<file path="src/rtl/dsq_pkg.sv">
package dsq_pkg;

    localparam int DESC_W      = 32;
    localparam int F_TXM_LSB   = 2;
    localparam int F_RX_EN     = 4;
    localparam int F_CLOSE     = 5;
    localparam int F_LAST      = 6;
    localparam int F_UNIT_LSB  = 10;
    localparam int F_NEXT_LSB  = 12;
    localparam int F_CNT_LSB   = 16;

    typedef enum logic [1:0] {ST_IDLE = 2'd0, ST_LOAD = 2'd1, ST_RUN = 2'd2} dsq_state_e;
    typedef enum logic [1:0] {PH_DUMMY = 2'd0, PH_TX = 2'd1, PH_RX = 2'd2} dsq_phase_e;
    typedef enum logic [1:0] {UNIT_BIT = 2'd0, UNIT_B1 = 2'd1, UNIT_B4 = 2'd2, UNIT_B16 = 2'd3} dsq_unit_e;

    // log2 of lane count: 00 -> 0, 01 -> 1, 1x -> 2
    function automatic logic [1:0] lane_log(input logic [1:0] f);
        return f[1] ? 2'd2 : {1'b0, f[0]};
    endfunction

    function automatic logic [3:0] lane_mask(input logic [1:0] ls);
        return (ls == 2'd0) ? 4'h1 : (ls == 2'd1) ? 4'h3 : 4'hF;
    endfunction

endpackage

</file>
<file path="src/rtl/dsq_desc_file.sv">
module dsq_desc_file #(
    parameter int NUM_DESC = 16,
    parameter int WIDTH    = 32,
    localparam int IW      = $clog2(NUM_DESC)
) (
    input  logic             clk,
    input  logic             rst_n,
    input  logic             wr_en,
    input  logic [IW-1:0]    wr_idx,
    input  logic [WIDTH-1:0] wr_data,
    input  logic [IW-1:0]    rd_idx,
    output logic [WIDTH-1:0] rd_data
);
    logic [WIDTH-1:0] ent_q [NUM_DESC];

    for (genvar g = 0; g < NUM_DESC; g++) begin : g_ent
        logic [WIDTH-1:0] ent_d;
        always_comb ent_d = (wr_en && wr_idx == IW'(g)) ? wr_data : ent_q[g];
        always_ff @(posedge clk or negedge rst_n) begin
            if (!rst_n) ent_q[g] <= '0;
            else        ent_q[g] <= ent_d;
        end
    end

    assign rd_data = ent_q[rd_idx];
endmodule

</file>
<file path="src/rtl/dsq_lane_shifter.sv">
module dsq_lane_shifter (
    input  logic       clk,
    input  logic       rst_n,
    input  logic       load,
    input  logic [7:0] load_byte,
    input  logic       shift,
    input  logic [1:0] ls,
    input  logic [3:0] lanes_in,
    output logic [3:0] lanes_out,
    output logic [7:0] shifted
);
    logic [7:0] sreg_d, sreg_q;

    always_comb begin
        unique case (ls)
            2'd0: begin
                shifted   = {sreg_q[6:0], lanes_in[1]};
                lanes_out = {3'b000, sreg_q[7]};
            end
            2'd1: begin
                shifted   = {sreg_q[5:0], lanes_in[1:0]};
                lanes_out = {2'b00, sreg_q[7:6]};
            end
            default: begin
                shifted   = {sreg_q[3:0], lanes_in};
                lanes_out = sreg_q[7:4];
            end
        endcase
        sreg_d = load ? load_byte : (shift ? shifted : sreg_q);
    end

    always_ff @(posedge clk or negedge rst_n) begin
        if (!rst_n) sreg_q <= '0;
        else        sreg_q <= sreg_d;
    end
endmodule

</file>
<file path="src/rtl/dsq_seq.sv">
module dsq_seq
    import dsq_pkg::*;
#(
    parameter int NUM_DESC = 16,
    parameter int CNT_W    = 15,
    localparam int IW      = $clog2(NUM_DESC)
) (
    input  logic              clk,
    input  logic              rst_n,
    input  logic              desc_wr_en,
    input  logic [IW-1:0]     desc_wr_idx,
    input  logic [DESC_W-1:0] desc_wr_data,
    input  logic              start,
    input  logic [IW-1:0]     start_idx,
    input  logic              stop,
    input  logic [1:0]        sts_clr,
    input  logic              tx_valid,
    input  logic [7:0]        tx_data,
    output logic              tx_ready,
    output logic              rx_valid,
    output logic [7:0]        rx_data,
    input  logic              rx_ready,
    input  logic              shift_rdy,
    output logic              shift_go,
    output logic [3:0]        lanes_out,
    output logic [3:0]        lanes_oe,
    input  logic [3:0]        lanes_in,
    output logic              cs_n,
    output logic              active,
    output logic              done,
    output logic              prog_err,
    output logic [IW-1:0]     cur_idx
);
    typedef struct packed {
        dsq_state_e       st;
        logic [IW-1:0]    idx;
        logic [IW-1:0]    nxt;
        dsq_phase_e       ph;
        logic [1:0]       ls;
        logic             last;
        logic             close;
        logic [CNT_W-1:0] units;
        logic [7:0]       spu;
        logic [7:0]       shl;
        logic [2:0]       bcnt;
        logic             have;
        logic             rxf;
        logic [7:0]       rxb;
        logic             stop;
        logic             done;
        logic             perr;
        logic             cs;
    } seq_t;

    seq_t r_d, r_q;
    logic [DESC_W-1:0] dsc;
    logic [7:0]        shifted;
    logic              tx_take, shift_c, tx_rdy_c;

    dsq_desc_file #(.NUM_DESC(NUM_DESC), .WIDTH(DESC_W)) u_file (
        .clk(clk), .rst_n(rst_n), .wr_en(desc_wr_en), .wr_idx(desc_wr_idx),
        .wr_data(desc_wr_data), .rd_idx(r_q.idx), .rd_data(dsc)
    );

    dsq_lane_shifter u_shf (
        .clk(clk), .rst_n(rst_n), .load(tx_take), .load_byte(tx_data),
        .shift(shift_c), .ls(r_q.ls), .lanes_in(lanes_in),
        .lanes_out(lanes_out), .shifted(shifted)
    );

    always_comb begin
        logic [1:0]       txm, unit, ls_new;
        logic             rxe, bad, at_bnd, halt, feed_ok;
        logic [2:0]       szl;
        logic [CNT_W-1:0] cnt;

        r_d    = r_q;
        txm    = dsc[F_TXM_LSB +: 2];
        rxe    = dsc[F_RX_EN];
        unit   = dsc[F_UNIT_LSB +: 2];
        cnt    = dsc[F_CNT_LSB +: CNT_W];
        ls_new = lane_log(dsc[1:0]);
        szl    = (unit == UNIT_B1) ? 3'd0 : (unit == UNIT_B4) ? 3'd2 : 3'd4;
        bad    = txm[1] || (txm[0] && rxe) || ((unit == UNIT_BIT) && (txm[0] || rxe))
              || (dsc[9:7] != 3'b000) || ((dsc >> (F_CNT_LSB + CNT_W)) != '0);

        at_bnd  = (r_q.shl == r_q.spu);
        halt    = r_q.stop && at_bnd;
        unique case (r_q.ph)
            PH_TX:   feed_ok = r_q.have;
            PH_RX:   feed_ok = !r_q.rxf;
            default: feed_ok = 1'b1;
        endcase
        tx_rdy_c = (r_q.st == ST_RUN) && (r_q.ph == PH_TX) && !r_q.have
                && (r_q.units != '0) && !halt;
        tx_take  = tx_rdy_c && tx_valid;
        shift_c  = (r_q.st == ST_RUN) && (r_q.units != '0) && !halt && feed_ok && shift_rdy;

        if (sts_clr[0]) r_d.done = 1'b0;
        if (sts_clr[1]) r_d.perr = 1'b0;
        if (r_q.rxf && rx_ready) r_d.rxf = 1'b0;
        if (stop && r_q.st != ST_IDLE) r_d.stop = 1'b1;
        if (tx_take) r_d.have = 1'b1;

        unique case (r_q.st)
            ST_IDLE: begin
                if (start) begin
                    r_d.idx  = start_idx;
                    r_d.stop = 1'b0;
                    r_d.st   = ST_LOAD;
                end
            end
            ST_LOAD: begin
                if (r_q.stop) begin
                    r_d.done = 1'b1;
                    r_d.cs   = 1'b0;
                    r_d.st   = ST_IDLE;
                end else if (bad) begin
                    r_d.perr = 1'b1;
                    r_d.cs   = 1'b0;
                    r_d.st   = ST_IDLE;
                end else begin
                    r_d.ph    = txm[0] ? PH_TX : (rxe ? PH_RX : PH_DUMMY);
                    r_d.ls    = ls_new;
                    r_d.last  = dsc[F_LAST];
                    r_d.close = dsc[F_CLOSE];
                    r_d.nxt   = dsc[F_NEXT_LSB +: IW];
                    r_d.units = (unit == UNIT_BIT) ? (cnt >> ls_new) : cnt;
                    r_d.spu   = (unit == UNIT_BIT) ? 8'd1 : ((8'd8 << szl) >> ls_new);
                    r_d.shl   = r_d.spu;
                    r_d.bcnt  = 3'd0;
                    r_d.have  = 1'b0;
                    r_d.cs    = 1'b1;
                    r_d.st    = ST_RUN;
                end
            end
            ST_RUN: begin
                if (halt) begin
                    r_d.done = 1'b1;
                    r_d.cs   = 1'b0;
                    r_d.st   = ST_IDLE;
                end else if (r_q.units == '0) begin
                    if (r_q.close) r_d.cs = 1'b0;
                    if (r_q.last) begin
                        r_d.done = 1'b1;
                        r_d.st   = ST_IDLE;
                    end else begin
                        r_d.idx = r_q.nxt;
                        r_d.st  = ST_LOAD;
                    end
                end else if (shift_c) begin
                    if (r_q.bcnt == (3'd7 >> r_q.ls)) begin
                        r_d.bcnt = 3'd0;
                        r_d.have = 1'b0;
                        if (r_q.ph == PH_RX) begin
                            r_d.rxf = 1'b1;
                            r_d.rxb = shifted;
                        end
                    end else begin
                        r_d.bcnt = r_q.bcnt + 3'd1;
                    end
                    if (r_q.shl == 8'd1) begin
                        r_d.shl   = r_q.spu;
                        r_d.units = r_q.units - 1'b1;
                    end else begin
                        r_d.shl = r_q.shl - 8'd1;
                    end
                end
            end
            default: r_d.st = ST_IDLE;
        endcase
    end

    always_ff @(posedge clk or negedge rst_n) begin
        if (!rst_n) r_q <= '0;
        else        r_q <= r_d;
    end

    assign tx_ready = tx_rdy_c;
    assign shift_go = shift_c;
    assign rx_valid = r_q.rxf;
    assign rx_data  = r_q.rxb;
    assign lanes_oe = (r_q.st == ST_RUN && r_q.ph == PH_TX) ? lane_mask(r_q.ls) : 4'h0;
    assign cs_n     = !r_q.cs;
    assign active   = (r_q.st != ST_IDLE);
    assign done     = r_q.done;
    assign prog_err = r_q.perr;
    assign cur_idx  = r_q.idx;
endmodule

</file>
<file path="config.mk">
export PLATFORM = sky130hd
export DESIGN_NAME = dsq_seq
export DESIGN_NICKNAME = d
export VERILOG_FILES = /design/src/rtl/dsq_pkg.sv /design/src/rtl/dsq_desc_file.sv /design/src/rtl/dsq_lane_shifter.sv /design/src/rtl/dsq_seq.sv
export SDC_FILE = /design/constraint.sdc
export NUM_CORES = 1
export LEC_CHECK = 0
export BUFFER_PORTS_ARGS = -buffer_cell sky130_fd_sc_hd__buf_2
export CAP_MARGIN = 20
export CELL_PAD_IN_SITES_DETAIL_PLACEMENT = 0
export CELL_PAD_IN_SITES_GLOBAL_PLACEMENT = 1
export CORE_AREA = 2 2 341 208
export DETAILED_ROUTE_END_ITERATION = 10
export DIE_AREA = 0 0 343 210
export GPL_TIMING_DRIVEN = 1
export PLACE_DENSITY_LB_ADDON = 0.1
export SLEW_MARGIN = 40
export SYNTH_ARGS = -nofsm -noshare
export SYNTH_HDL_FRONTEND = slang
export SYNTH_SLANG_ARGS = --single-unit
</file>
<file path="constraint.sdc">
create_clock -name clk -period 5.85 [get_ports clk]
set_clock_uncertainty 0.15 [all_clocks]
set_input_delay 0.2925 -clock clk [delete_from_list [all_inputs] [get_ports clk]]
set_output_delay 0.2925 -clock clk [all_outputs]
set_load 0.1 [all_outputs]
</file>
# ---- After elaboration in Yosys (flattened, before gate mapping)
# Cells that the tools add are included.
dict set report word_totals {
  out_inout_bits 27
  in_bits 62
  word_cells 206
  regBits 584
}
dict set report op_classes {
  bitwise 5
  n_lt_le_gt_ge 1
  n_reduce_logical 57
  addsub 3
  shifts 4
  eq_ne 36
  muxes 65
}
# op n
set op_table {}
lappend op_table {{32-bit binary-select mux with 4-bit select} 1}
lappend op_table {{15-bit two-way mux} 5}
lappend op_table {{35-bit two-way mux} 2}
lappend op_table {{32-bit two-way mux} 2}
lappend op_table {{21-bit two-way mux} 3}
lappend op_table {{4-bit == test (second input constant)} 8}
lappend op_table {{8-bit two-way mux} 4}
lappend op_table {{1-bit logical AND} 30}
lappend op_table {{15-bit case mux with 2 select lines} 1}
lappend op_table {{12-bit case mux with 2 select lines} 1}
lappend op_table {{1-bit two-way mux} 20}
lappend op_table {{4-bit two-way mux} 5}
lappend op_table {{9-bit two-way mux} 2}
lappend op_table {{4-bit by 3-bit == test with 1-bit output (second input constant)} 4}
lappend op_table {{4-bit case mux with 2 select lines} 2}
lappend op_table {{8-bit case mux with 2 select lines} 1}
lappend op_table {{15-bit logical NOT} 1}
lappend op_table {{15-bit nonzero test} 1}
lappend op_table {{15-bit by 2-bit >> shifter with 15-bit output} 1}
lappend op_table {{15-bit by 1-bit subtractor with 15-bit output (second input constant)} 1}
lappend op_table {{2-bit two-way mux} 6}
lappend op_table {{6-bit two-way mux} 2}
lappend op_table {{2-bit != test (second input constant)} 6}
lappend op_table {{6-bit AND reduction} 2}
lappend op_table {{32 further kinds} 60}

# ---- Logic depth before layout (Yosys ltp)
# Gate-level depths: netlist (run 1).
dict set report logic_depth {
  ltp_word 13
  ltp_mapped 17
}

# ---- Hierarchy
# A second synthesis (run 1) with hierarchy kept.
dict set report hier_totals {
  cells_unflattened 1954
  area_unflattened_um2 27846.7
}
# mod cells_each n_inst area_each_um2
set modules_own_cells {}
lappend modules_own_cells {dsq_desc_file 1404 1 22771.8}
lappend modules_own_cells {dsq_seq 478 1 4400.5}
lappend modules_own_cells {dsq_lane_shifter 72 1 674.4}

# ---- Worst setup path before layout (run 1)
# OpenSTA, ideal clock, no wires.
dict set report synth_path {
  path_type {reg-to-reg}
  startpoint {register r_q[33] in the netlist's numbering}
  endpoint {register u_shf.sreg_q[4]}
  setup_ps 137
  stages_incl_launch_ff 11
  t_arrival_ps 5004
  slack_ps 559
  t_required_ps 5563
  n_path_buf 1
  path_cell_list {dfrtp_1 > inv_1 > ha_1 > or3b_1 > or4_4 > nor4_2 > nor4_1 > nand2_1 > clkbuf_1 > nor2_1 > a21oi_1}
}
# item line
set synth_lines {}
lappend synth_lines {{start: declaration} dsq_seq.sv:55} ;# seq_t r_d, r_q;
lappend synth_lines {{start signal: assignment} dsq_seq.sv:176} ;# else r_q <= r_d;
lappend synth_lines {{15-bit nonzero test (*)} dsq_seq.sv:95} ;# && (r_q.units != '0) && !halt;
lappend synth_lines {{1-bit logical AND (*) (2 in a row)} dsq_seq.sv:95}
lappend synth_lines {{via tx_ready} dsq_seq.sv:19} ;# output logic tx_ready,
lappend synth_lines {{1-bit logical AND (*)} dsq_seq.sv:96} ;# tx_take = tx_rdy_c && tx_valid;
lappend synth_lines {{8-bit two-way mux or 2-bit nonzero test (tied branches)} -}
lappend synth_lines {{end signal: assignment} dsq_lane_shifter.sv:34} ;# else sreg_q <= sreg_d;
lappend synth_lines {{end: declaration} dsq_lane_shifter.sv:12} ;# logic [7:0] sreg_d, sreg_q;
# The timed path passes the listed nets; every way through them passes the cells marked *.
# A chain may end at the register's enable or synchronous reset.

# ---- Final worst setup path (run 1)
dict set report layout_path {
  startpoint {register r_q, in the netlist cur_idx[1]}
  endpoint {register r_q[33] in the netlist's numbering}
}
dict set report layout_via {
  elab_chain_cells 11
}
# item line
set layout_rtl {}
lappend layout_rtl {{4-bit inverter with 5-bit output (not written as such) (*)} dsq_desc_file.sv:25} ;# assign rd_data = ent_q[rd_idx];
lappend layout_rtl {{32-bit binary-select mux with 4-bit select (*)} dsq_desc_file.sv:25}
lappend layout_rtl {{32-bit two-way mux (not written as such) (*) (2 in a row)} dsq_desc_file.sv:25}
lappend layout_rtl {{parallel branches: the longest is 7 deep, another holds 35-bit two-way mux} -}
# Mark *: on every way between the ends. The select of a mux whose other input is x is not followed.

==> results.tsv, run 1 <==
stage	metric	value	unit
outcome	status	completed	
sta	max_slew_margin	45.2	%
yosys	syn_nets	1997	
yosys	yosys_register_bits	584	
clock_network	postCtsSetupBuffers	0	
detailed_routing	via_count	16600	
clock_network	cts-root-buf	clkbuf_16	
worst_setup_path	crit_family	compound AO/OA/AOI/OAI gates	
yosys	ys_seq_area_share	53.5	%
floorplanning	die_x	343	um
yosys	synth_edf_count	0	
floorplanning	boundaryPins	89	
sta	post-route-period-util	72.6	%
floorplanning	placementRows	75	
power	p_leak	0.0133	uW
detailed_routing	drt_iter0_markers	1049	
detailed_routing	routedWlPerCell	24.9	um
run	drv_cap	0	
worst_setup_path	crit_fanout	38	
finish	multi_input_area	12000	um2
detailed_routing	vias_per_cell	5.59	
yosys	synth_area	27300	um2
floorplanning	die-area	72000	um2
placed_design	place_congestion	0.811	
global_route	antenna_found_initial	2	
worst_setup_path	crit_buf_inv	3	
worst_setup_path	required	6.27	ns
yosys	netlist-cell-type-count	72	
worst_setup_path	max_stage_delay	0.82	ns
detailed_routing	drc_errors	0	
floorplanning	start_util	39.6	%
sta	setup_violations	0	
worst_setup_path	startpoint_type	flop	
power	finalPower	15400	uW
min_path	hp-class	input pin to flop	
clock_network	clk_pin_slew_worst_paths	0.07	ns
power	vdd_ir_drop_max	0.363	mV
placed_design	dpl.hpwl	43.9	mm
worst_setup_path	cp_cell_sequence	mux4_2 -> mux4_2 -> inv_1 -> ha_1 -> buf_4 -> inv_1 -> a21oi_1 -> nor2_1 -> a2111oi_0 -> a221o_1	
sta	tns	0	ns
yosys	syn-instance-count	1922	
clock_network	tritoncts	yes	
sta	hold_viol_final	0	
clock_network	cts_resized	0	
global_route	track_usage	21.0	%
clock_network	cts_hold_buf	54	
placed_design	io_buffers	88	
worst_setup_path	slowest_stage	dfrtp_4	
sta	min_period	4.25	ns
floorplanning	die_h	210	um
sta	slew_viol_final	0	
finish	final_cell_mix	dfrtp_1 (580), mux2_2 (533), mux4_2 (125)	
detailed_routing	firstDrtPassIters	4	
global_route	grt_pass1_wl	114	mm
finish	diodes	0	
finish	fin_cells	2973	
sta	rsz0062_at_grt	false	
worst_setup_path	critical_path.endpoint_type	flop	
finish	fill_cells	6234	
clock_network	cts_buffers	57	
yosys	synth-main-ff-cell	dfrtp_1	
finish	layout_commonest_cell	dfrtp_1	
clock_network	htreeDepth	2	
floorplanning	core_area	69100	um2
yosys	synth_area_per_cell	14.2	um2
global_route	grt_overflow	0	
yosys	async_flop_share	100	%
sta	fmax	0.235	GHz
global_route	grt_max_degree	164	
placed_design	dp_cells	2810	
sta	tightest_slew	0.822	ns
global_route	grt_pass1_vias	17500	
clock_network	clk_path_buf_depth	3	
clock_network	cts_sinks	584	
worst_setup_path	critical_path_class	flop to flop	
finish	nets	2076	
finish	synthToLayoutAreaGrowth	14.4	%
finish	drive_gt1_share	45.0	%
worst_setup_path	cp.arrival	4.67	ns
clock_network	clk_latency	0.64	ns
finish	seq_area	14600	um2
finish	final_util	45.3	%
yosys	yosys_warnings	0	
power	p_per_area	494	nW/um2
detailed_routing	drt-total-wl	73.9	mm
detailed_routing	ant_nets	0	
-- layer usage --
layer / vias up / global-route usage [%] / routed length, um
met4: 2 / 4.59 / 1320
met1: 9004 / 32.4 / 37300
li1: 7259 / - / -
met3: 96 / 3.40 / 2770
met2: 254 / 31.0 / 32500
met5: - / 0 / 13
-- registers in the layout (all words and copies together), names as in the netlist --
| name | flops |
|---|---|
| r_q | 49 |
| prog_err | 1 |
| rx_data | 8 |
| u_file.ent_q | 512 |
| rx_valid | 1 |
| done | 1 |
| u_shf.sreg_q | 8 |
| cur_idx | 4 |
-- cells in the mapped netlist (5+ instances only) --
library cell / instances / area [um2]
o31ai_1: 6 / 45.0
buf_2: 26 / 130
inv_1: 26 / 97.6
o22ai_1: 5 / 31.3
nor2_1: 60 / 225
o41ai_1: 5 / 43.8
o211ai_1: 13 / 97.6
nand2_1: 81 / 304
and2_1: 6 / 37.5
nand2b_1: 11 / 68.8
o2bb2ai_1: 6 / 52.6
clkbuf_1: 87 / 327
nor4_1: 14 / 87.6
ha_1: 13 / 163
or4_1: 6 / 45.0
mux2_2: 533 / 6000
a22oi_1: 16 / 120
nand3_1: 9 / 45.0
or3_1: 10 / 62.6
buf_1: 27 / 101
xnor2_1: 10 / 87.6
o21ai_0: 42 / 210
mux4_2: 125 / 2820
a22o_1: 7 / 61.3
buf_4: 18 / 135
nor4b_1: 6 / 52.6
mux2i_1: 24 / 240
dfrtp_1: 584 / 14600
a31oi_1: 9 / 56.3
a21oi_1: 36 / 180
buf_6: 6 / 67.6
nor3_1: 20 / 100
-- layout make-up --
cell class | count | area share, %
clock inverter | 29 | 1.17
sequential | 584 | 46.8
timing repair buffer | 185 | 4.48
clock buffer | 78 | 5.33
multi-input combinational | 1146 | 38.2
tap | 924 | 3.70
inverter | 27 | 0.324
-- per-stage QoR --
step                setup WS [ns]  hold slack [ns]  area [um2]
finish                       1.60           0.0667       31300
global route                 1.35           0.0511       31300
CTS                          1.57           0.0271       31200
detailed placement           1.65            0.208       28600
global placement             1.31            0.206       28600
floorplan                   0.559           -0.153       27300
-- final timing paths --
| check | from | to | slack, ns | cells past startpoint |
|---|---|---|---|---|
| hold reg to reg | rx_data[0]$_DFFE_PN0P_ | rx_data[0]$_DFFE_PN0P_ | 0.33 | 2 |
| hold / removal | desc_wr_data[31] | u_file.ent_q[127]$_DFFE_PN0P_ | 0.07 | 2 |
| max in group asynchronous | rst_n | cur_idx[1]$_DFFE_PN0P_ | 4.00 | 4 |
| setup reg to reg | cur_idx[1]$_DFFE_PN0P_ | r_q[33]$_DFFE_PN0P_ | 1.60 | 10 |
| min in group asynchronous | rst_n | u_file.ent_q[502]$_DFFE_PN0P_ | 0.09 | 2 |
| setup / recovery | cur_idx[1]$_DFFE_PN0P_ | r_q[33]$_DFFE_PN0P_ | 1.60 | 10 |
-- logic make-up (layout without fill, tap and decap cells) --
kind of cell / after synthesis / in the layout / share of synthesized area (%)
buffers and inverters: 192 / 319 / 3.17
adder cells (fa/ha/maj): 13 / 13 / 0.595
XOR/XNOR: 13 / 13 / 0.416
flip-flops: 584 / 584 / 53.5
multiplexers: 682 / 682 / 33.1
AND/OR/NAND/NOR: 257 / 257 / 4.82
AO/OA/AOI/OAI: 181 / 181 / 4.41
-- power breakdown --
group          switching [uW]  internal (uW)
logic                    2990           2610
registers                 805           5040
clock network            1650           2340
Power figures use the tool's default switching activity.
==> run 2: changes to the inputs <==
==> constraint.sdc (replaced) <==
create_clock -name clk -period 4.2 [get_ports clk]
set_clock_uncertainty 0.15 [all_clocks]
set_input_delay 0.21 -clock clk [delete_from_list [all_inputs] [get_ports clk]]
set_output_delay 0.21 -clock clk [all_outputs]
set_load 0.1 [all_outputs]
==> run 2 against run 1 <==
Compared with the run above: critical path depth is 1 higher; sequential share of layout area is 0.39 points lower; via count is 0.60% higher; die area stayed put; final area is 0.85% higher; first-iteration DRC count is 3.0% lower; clock power is 31% higher; combinational power is 43% higher; count of clock-buffer cells in the layout is 13 higher; fmax is 6.2% higher; non-clock buffer count is 36 higher; final cell count is 1.2% higher.
==> results.tsv, run 2 (synthesis results as in run 1) <==
stage	metric	value	unit	change
outcome	status	completed		
detailed_routing	ant_nets	0		unchanged
power	finalPower	21400	uW	+38%
detailed_routing	drc_errors	0		unchanged
finish	drive_gt1_share	44.8	%	-0.23 points
placed_design	io_buffers	88		unchanged
min_path	holdCritStartpoint	shift_rdy		
global_route	grt_pass1_vias	17300		-0.71%
min_path	min_to	r_q[35]$_DFFE_PN0P_		
worst_setup_path	reg2regPathDepth	11		+1
global_route	grt_overflow	0		unchanged
worst_setup_path	slowest_stage	dfrtp_4		
global_route	track_usage	21.0	%	+0.026 points
power	vdd_ir_drop_max	0.413	mV	+14%
sta	setup_violations	0		unchanged
detailed_routing	wl_met1	37.6	mm	+0.61%
finish	fill_cells	6223		-0.18%
global_route	antenna_found_initial	3		+1
finish	layout_commonest_cell	dfrtp_1		
worst_setup_path	required	4.61	ns	-1.66 ns
detailed_routing	vias_per_cell	5.56		-0.57%
global_route	grt_max_degree	109		-34%
floorplanning	placementRows	75		unchanged
finish	final_cell_mix	dfrtp_1 (580), mux2_2 (533), mux4_2 (125)		
worst_setup_path	crit_top_cell	mux4_2		
clock_network	cts_buffers	57		unchanged
placed_design	dpl.hpwl	45.7	mm	+4.0%
sta	hold_viol_final	0		unchanged
detailed_routing	topRoutingLayerUsed	met4		
sta	post-route-period-util	95.2	%	+23 points
finish	diodes	0		unchanged
worst_setup_path	crit_family	multiplexers		
sta	tightest_slew	0.818	ns	-0.00458 ns
detailed_routing	wl_met2	32.4	mm	-0.15%
finish	largest_reg_flops	512		unchanged
detailed_routing	drt_iter0_markers	1018		-3.0%
sta	fmax	0.250	GHz	+6.2%
clock_network	htreeDepth	2		unchanged
worst_setup_path	cp_cell_sequence	mux4_2 -> mux4_2 -> inv_1 -> ha_1 -> a21oi_1 -> o32a_1 -> o211ai_4 -> buf_4 -> and2_0 -> o21ai_0 -> o211ai_1		
placed_design	place_congestion	0.811		about the same
sta	setup_ws	0.200	ns	-1.40 ns
finish	synthToLayoutAreaGrowth	15.3	%	
worst_setup_path	crit_buf_inv	2		-1
clock_network	clk_path_buf_depth	3		unchanged
min_path	hold_depth	5		+3
detailed_routing	firstDrtPassIters	5		+1
finish	regMostFlops	u_file.ent_q		
clock_network	clk_pin_slew_worst_paths	0.07	ns	about the same
clock_network	cts_sinks	584		unchanged
placed_design	preCtsSetupSlack	0.123	ns	-1.53 ns
run	drv_cap	0		unchanged
clock_network	cts-root-buf	clkbuf_16		
floorplanning	core_area	69100	um2	unchanged
detailed_routing	drt-total-wl	74.1	mm	+0.25%
worst_setup_path	r2r_start	cur_idx[0]$_DFFE_PN0P_		
finish	final_util	45.7	%	+0.38 points
detailed_routing	routedWlPerCell	24.6	um	-0.91%
worst_setup_path	crit_fanout	20		-47%
finish	reg_top3	u_file.ent_q: 512 flops, r_q: 49 flops		
floorplanning	die-area	72000	um2	unchanged
finish	postLayoutCellArea	31500	um2	+0.85%
worst_setup_path	critical_path.endpoint_type	flop		
worst_setup_path	regToRegEndpoint	r_q[45]$_DFFE_PN0P_		
sta	max_slew_margin	45.5	%	+0.31 points
min_path	hp-class	input pin to flop		
worst_setup_path	critical_path_class	flop to flop		
finish	seq_area	14600	um2	unchanged
detailed_routing	via_count	16700		+0.60%
sta	rsz0062_at_grt	false		
power	p_per_area	677	nW/um2	+37%
sta	slew_viol_final	0		unchanged
floorplanning	start_util	39.6	%	unchanged
sta	min_period	4.00	ns	-0.249 ns
floorplanning	die_x	343	um	unchanged
clock_network	clk_latency	0.64	ns	about the same
worst_setup_path	max_stage_delay	0.60	ns	-0.22 ns
finish	nets	2112		+1.7%
power	p_leak	0.0134	uW	+1.0%
sta	tns	0	ns	unchanged
floorplanning	boundaryPins	89		unchanged
worst_setup_path	r2r_slack	0.20	ns	-1.40 ns
global_route	grt_pass1_wl	114	mm	about the same
finish	multi_input_area	12000	um2	+0.20%
clock_network	tritoncts	yes		
worst_setup_path	startpoint_type	flop		
detailed_routing	route.met3.wl	2.98	mm	+7.3%
placed_design	placed_area	28900	um2	+0.76%
worst_setup_path	cp.arrival	4.41	ns	-0.26 ns
floorplanning	die_h	210	um	unchanged
[run 2: worst max-delay path by stage]
stage                                 startpoint                  end  cells after the start
after floorplan           cur_idx[0]$_DFFE_PN0P_  r_q[46]$_DFFE_PN0P_                     15
after global placement    cur_idx[0]$_DFFE_PN0P_  r_q[40]$_DFFE_PN0P_                     11
after detailed placement  cur_idx[0]$_DFFE_PN0P_  r_q[45]$_DFFE_PN0P_                     11
after CTS                 cur_idx[0]$_DFFE_PN0P_  r_q[45]$_DFFE_PN0P_                     11
after global routing      cur_idx[0]$_DFFE_PN0P_  r_q[45]$_DFFE_PN0P_                     11
final                     cur_idx[0]$_DFFE_PN0P_  r_q[45]$_DFFE_PN0P_                     11
[run 2: metrics by stage]
stage | instances | hold WS [ns]
floorplan | 1922 | -0.236
global placement | 2828 | 0.147
detailed placement | 2829 | 0.130
CTS | 3005 | 0.0410
global route | 3008 | 0.128
finish | 3008 | 0.113
[run 2: what timing repair did]
item	4_1_cts	5_1_grt
hold endpoints to repair	659	38
resized for setup	0	1
setup buffers	0	1
hold buffers	70	1
endpoints found under the setup margin	0	10
[run 2: layout make-up]
cell class                 instances  area share, %
clock inverter                    15          0.476
sequential                       584           46.4
timing repair buffer             221           5.61
inverter                          27          0.321
multi-input combinational       1146           38.0
tap                              924           3.67
clock buffer                      91           5.56
[run 2: per-layer routing]
| metal | track usage (%) | vias up |
|---|---|---|
| li1 | - | 7353 |
| met1 | 32.7 | 8998 |
| met2 | 30.9 | 286 |
| met3 | 3.45 | 78 |
| met4 | 4.29 | 0 |
| met5 | 0 | - |
[run 2: worst reg2reg max path: stages, from the launching register on]
cell and delay, ns:
dfrtp_4 0.60, mux4_2 0.56, mux4_2 0.54, inv_1 0.10, ha_1 0.20, a21oi_1 0.05, o32a_1 0.42, o211ai_4 0.29
buf_4 0.31, and2_0 0.39, o21ai_0 0.19, o211ai_1 0.12
[run 2: report_power, final]
part	internal (uW)	switching (uW)	total (uW)
clock	2980	2270	5250
sequential	7020	1050	8080
combinational	3770	4250	8030
==> run 3: changes to the inputs <==
--- a/config.mk
+++ b/config.mk
@@ -5,13 +5,14 @@
 export SDC_FILE = /design/constraint.sdc
 export NUM_CORES = 1
 export LEC_CHECK = 0
+export ABC_AREA = 1
 export BUFFER_PORTS_ARGS = -buffer_cell sky130_fd_sc_hd__buf_2
 export CAP_MARGIN = 20
 export CELL_PAD_IN_SITES_DETAIL_PLACEMENT = 0
 export CELL_PAD_IN_SITES_GLOBAL_PLACEMENT = 1
-export CORE_AREA = 2 2 341 208
+export CORE_AREA = 2 2 345 210
 export DETAILED_ROUTE_END_ITERATION = 10
-export DIE_AREA = 0 0 343 210
+export DIE_AREA = 0 0 347 212
 export GPL_TIMING_DRIVEN = 1
 export PLACE_DENSITY_LB_ADDON = 0.1
 export SLEW_MARGIN = 40
==> run 3 against run 2 <==
Compared with the run above: synthesized area increased by 2.1%; fmax increased by 3.8%; final cell count increased by 50%; via count increased by 43%; critical endpoint is now u_shf.sreg_q[2]$_DFFE_PN0P_; utilization decreased by 1.1 points; sequential share of layout area about the same; synthesized cell count increased by 84%; worst hold slack got worse by 0.016 ns; critical path depth increased by 5; combinational power increased by 18%; sequential power decreased by 3.1%.
==> results.tsv, run 3 <==
stage	metric	value	unit	change
finish	layout_commonest_cell	nand2_1		
placed_design	dpl.hpwl	51.4	mm	+12%
worst_setup_path	reg2regPathDepth	16		+5
power	p_per_area	711	nW/um2	+5.0%
floorplanning	die-area	73600	um2	+2.1%
yosys	synth_area_leaders	dfrtp_1 (52%), nand2_1 (13%), o21ai_0 (11%)		
global_route	antenna_found_initial	0		-3
sta	min_period	3.85	ns	-0.148 ns
power	vdd_ir_drop_max	0.372	mV	-9.9%
floorplanning	core_area	70800	um2	+2.6%
detailed_routing	ant_nets	0		unchanged
detailed_routing	drt-total-wl	87.7	mm	+18%
floorplanning	start_util	39.4	%	-0.18 points
yosys	synth_common_cells	nand2_1 (979), o21ai_0 (593), dfrtp_1 (584)		
detailed_routing	via_count	23900		+43%
yosys	async_flop_share	100	%	unchanged
finish	fill_cells	7018		+13%
yosys	yosys_warnings	0		unchanged
finish	nets	3619		+71%
clock_network	cts-root-buf	clkbuf_16		
yosys	synth_area_per_cell	7.91	um2	-44%
floorplanning	boundaryPins	89		unchanged
sta	tightest_slew	0.866	ns	+0.0484 ns
yosys	netlist-cell-type-count	46		-36%
detailed_routing	firstDrtPassIters	6		+1
global_route	track_usage	24.0	%	+3.0 points
global_route	grt_pass1_vias	23000		+33%
detailed_routing	wl_met1	44.0	mm	+17%
floorplanning	die_x	347	um	+1.2%
worst_setup_path	cp.arrival	4.21	ns	-0.20 ns
clock_network	htreeDepth	2		unchanged
placed_design	io_buffers	88		unchanged
finish	reg_top3	u_file.ent_q: 512 flops, r_q: 49 flops		
worst_setup_path	r2r_start	r_q[33]$_DFFE_PN0P_		
detailed_routing	topRoutingLayerUsed	met4		
yosys	yosys_register_bits	584		unchanged
yosys	ys_seq_area_share	52.3	%	-1.1 points
run	drv_cap	0		unchanged
sta	max_slew_margin	42.2	%	-3.2 points
detailed_routing	drt_iter0_markers	2203		+120%
worst_setup_path	startpoint_type	flop		
detailed_routing	drc_errors	0		unchanged
finish	drive_gt1_share	7.54	%	-37 points
finish	largest_reg_flops	512		unchanged
global_route	grt_max_degree	108		-0.92%
power	p_leak	0.0149	uW	+11%
worst_setup_path	crit_fanout	9		-55%
clock_network	cts_hold_buf	70		unchanged
placed_design	placed_area	29000	um2	+0.35%
worst_setup_path	required	4.55	ns	-0.06 ns
sta	hold_viol_final	0		unchanged
sta	slew_viol_final	0		unchanged
min_path	holdCritStartpoint	desc_wr_idx[1]		
worst_setup_path	worstSetupEndpoint	u_shf.sreg_q[2]$_DFFE_PN0P_		
min_path	hp-class	input pin to flop		
worst_setup_path	critical_path.endpoint_type	flop		
clock_network	clk_path_buf_depth	3		unchanged
worst_setup_path	regToRegEndpoint	u_shf.sreg_q[2]$_DFFE_PN0P_		
detailed_routing	vias_per_cell	5.29		-4.9%
finish	postLayoutCellArea	31500	um2	about the same
floorplanning	die_h	212	um	+0.95%
finish	final_cell_mix	nand2_1 (971), o21ai_0 (593), dfrtp_1 (581)		
global_route	grt_pass1_wl	138	mm	+21%
yosys	synth_top_cell_by_area	dfrtp_1		
yosys	synth_top_area_share	52.3	%	-1.1 points
detailed_routing	wl_met2	37.6	mm	+16%
placed_design	place_congestion	0.850		+4.9%
clock_network	cts_sinks	584		unchanged
yosys	syn-instance-count	3530		+84%
outcome	status	completed		
sta	fmax	0.260	GHz	+3.8%
floorplanning	placementRows	76		+1.3%
clock_network	postCtsSetupBuffers	0		unchanged
yosys	synth_edf_count	0		unchanged
worst_setup_path	r2r_slack	0.35	ns	+0.15 ns
global_route	grt_overflow	0		unchanged
clock_network	clk_latency	0.63	ns	about the same
clock_network	cts_resized	0		unchanged
clock_network	tritoncts	yes		
clock_network	clk_pin_slew_worst_paths	0.06	ns	about the same
sta	setup_violations	0		unchanged
yosys	synth.most_common_cell	nand2_1		
yosys	synth-main-ff-cell	dfrtp_1		
detailed_routing	route.met3.wl	4.61	mm	+55%
finish	regMostFlops	u_file.ent_q		
worst_setup_path	cp-startpoint	r_q[33]$_DFFE_PN0P_		
sta	tns	0	ns	unchanged
yosys	synth_area	27900	um2	+2.1%
yosys	syn_nets	3605		+81%
clock_network	cts_buffers	59		+3.5%
finish	diodes	0		unchanged
detailed_routing	routedWlPerCell	19.4	um	-21%
sta	rsz0062_at_grt	false		
worst_setup_path	critical_path_class	flop to flop		
sta	post-route-period-util	91.7	%	-3.5 points
finish	synthToLayoutAreaGrowth	13.0	%	
run 3: cell count changes after synthesis, moves of 74 or more:
cell	change
inv_1	+214
mux2_2	-533
nand2_1	+898
nand3_1	+269
o21ai_0	+551
nor2_1	+221
a21oi_1	+74
mux4_2	-125
run 3: per-stage QoR:
step	std cells	setup WS [ns]	total power [uW]	util [%]	hold WS, ns
after floorplan	3530	0.688	14400	-	-0.236
after global placement	4345	0.726	17100	40.8	0.163
after global routing	4518	0.0543	24200	44.5	0.106
after detailed placement	4347	0.597	17200	40.9	0.160
after CTS	4516	0.417	22600	44.4	0.0523
final	4518	0.348	22400	44.5	0.0970
run 3: worst max-delay path, cell delays in order (launching register included):
cell and delay [ns]:
dfrtp_1 0.41, inv_1 0.09, ha_1 0.21, inv_1 0.05
nor2_1 0.24, nand4_1 0.30, inv_1 0.14, nand2_1 0.09
nor3b_1 0.17, nand2_1 0.06, inv_1 0.07, nand2_1 0.11
clkinv_1 0.27, nand2_1 0.12, dlygate4sd3_1 0.55, o221ai_1 0.10
dlygate4sd3_1 0.60
run 3: cell type report:
class / instances / area [um2] / share of cell area [%]
Clock inverter: 3 / 30.0 / 0.0952
Multi-Input combinational cell: 2433 / 11300 / 35.7
Clock buffer: 96 / 1790 / 5.67
Sequential cell: 584 / 14600 / 46.4
Inverter: 253 / 957 / 3.03
Tap cell: 936 / 1170 / 3.71
Timing Repair Buffer: 213 / 1710 / 5.43
run 3: logic make-up (layout without fill, tap and decap cells):
kind of cell,Yosys count,count (layout),synth area share (%)
flops,584,584,52.3
simple gates,1591,1591,23.2
buf+inv,513,565,7.83
xor+xnor,14,14,0.439
fa+ha+maj,13,13,0.583
compound gates,815,815,15.6
run 3: power breakdown:
group	internal, uW	switching, uW	leakage [uW]
logic	2850	6600	0.00670
registers	6970	854	0.00729
clock network	2870	2290	0.000889
total	12700	9740	0.0149
run 3: worst min path at each step:
stage | to | slack (ns) | depth (start not counted)
after detailed placement | u_file.ent_q[416]$_DFFE_PN0P_ | 0.16 | 1
after floorplan | cur_idx[0]$_DFFE_PN0P_ | -0.24 | 0
after global placement | u_file.ent_q[32]$_DFFE_PN0P_ | 0.16 | 1
final | u_file.ent_q[245]$_DFFE_PN0P_ | 0.1 | 5
after global routing | u_file.ent_q[245]$_DFFE_PN0P_ | 0.11 | 5
after CTS | u_file.ent_q[245]$_DFFE_PN0P_ | 0.05 | 5
run 3: routing by layer:
layer | GRT usage, % | vias up
met5 | 0 | -
met4 | 5.41 | 0
li1 | - | 11500
met2 | 36.9 | 633
met3 | 3.40 | 96
met1 | 36.0 | 11700
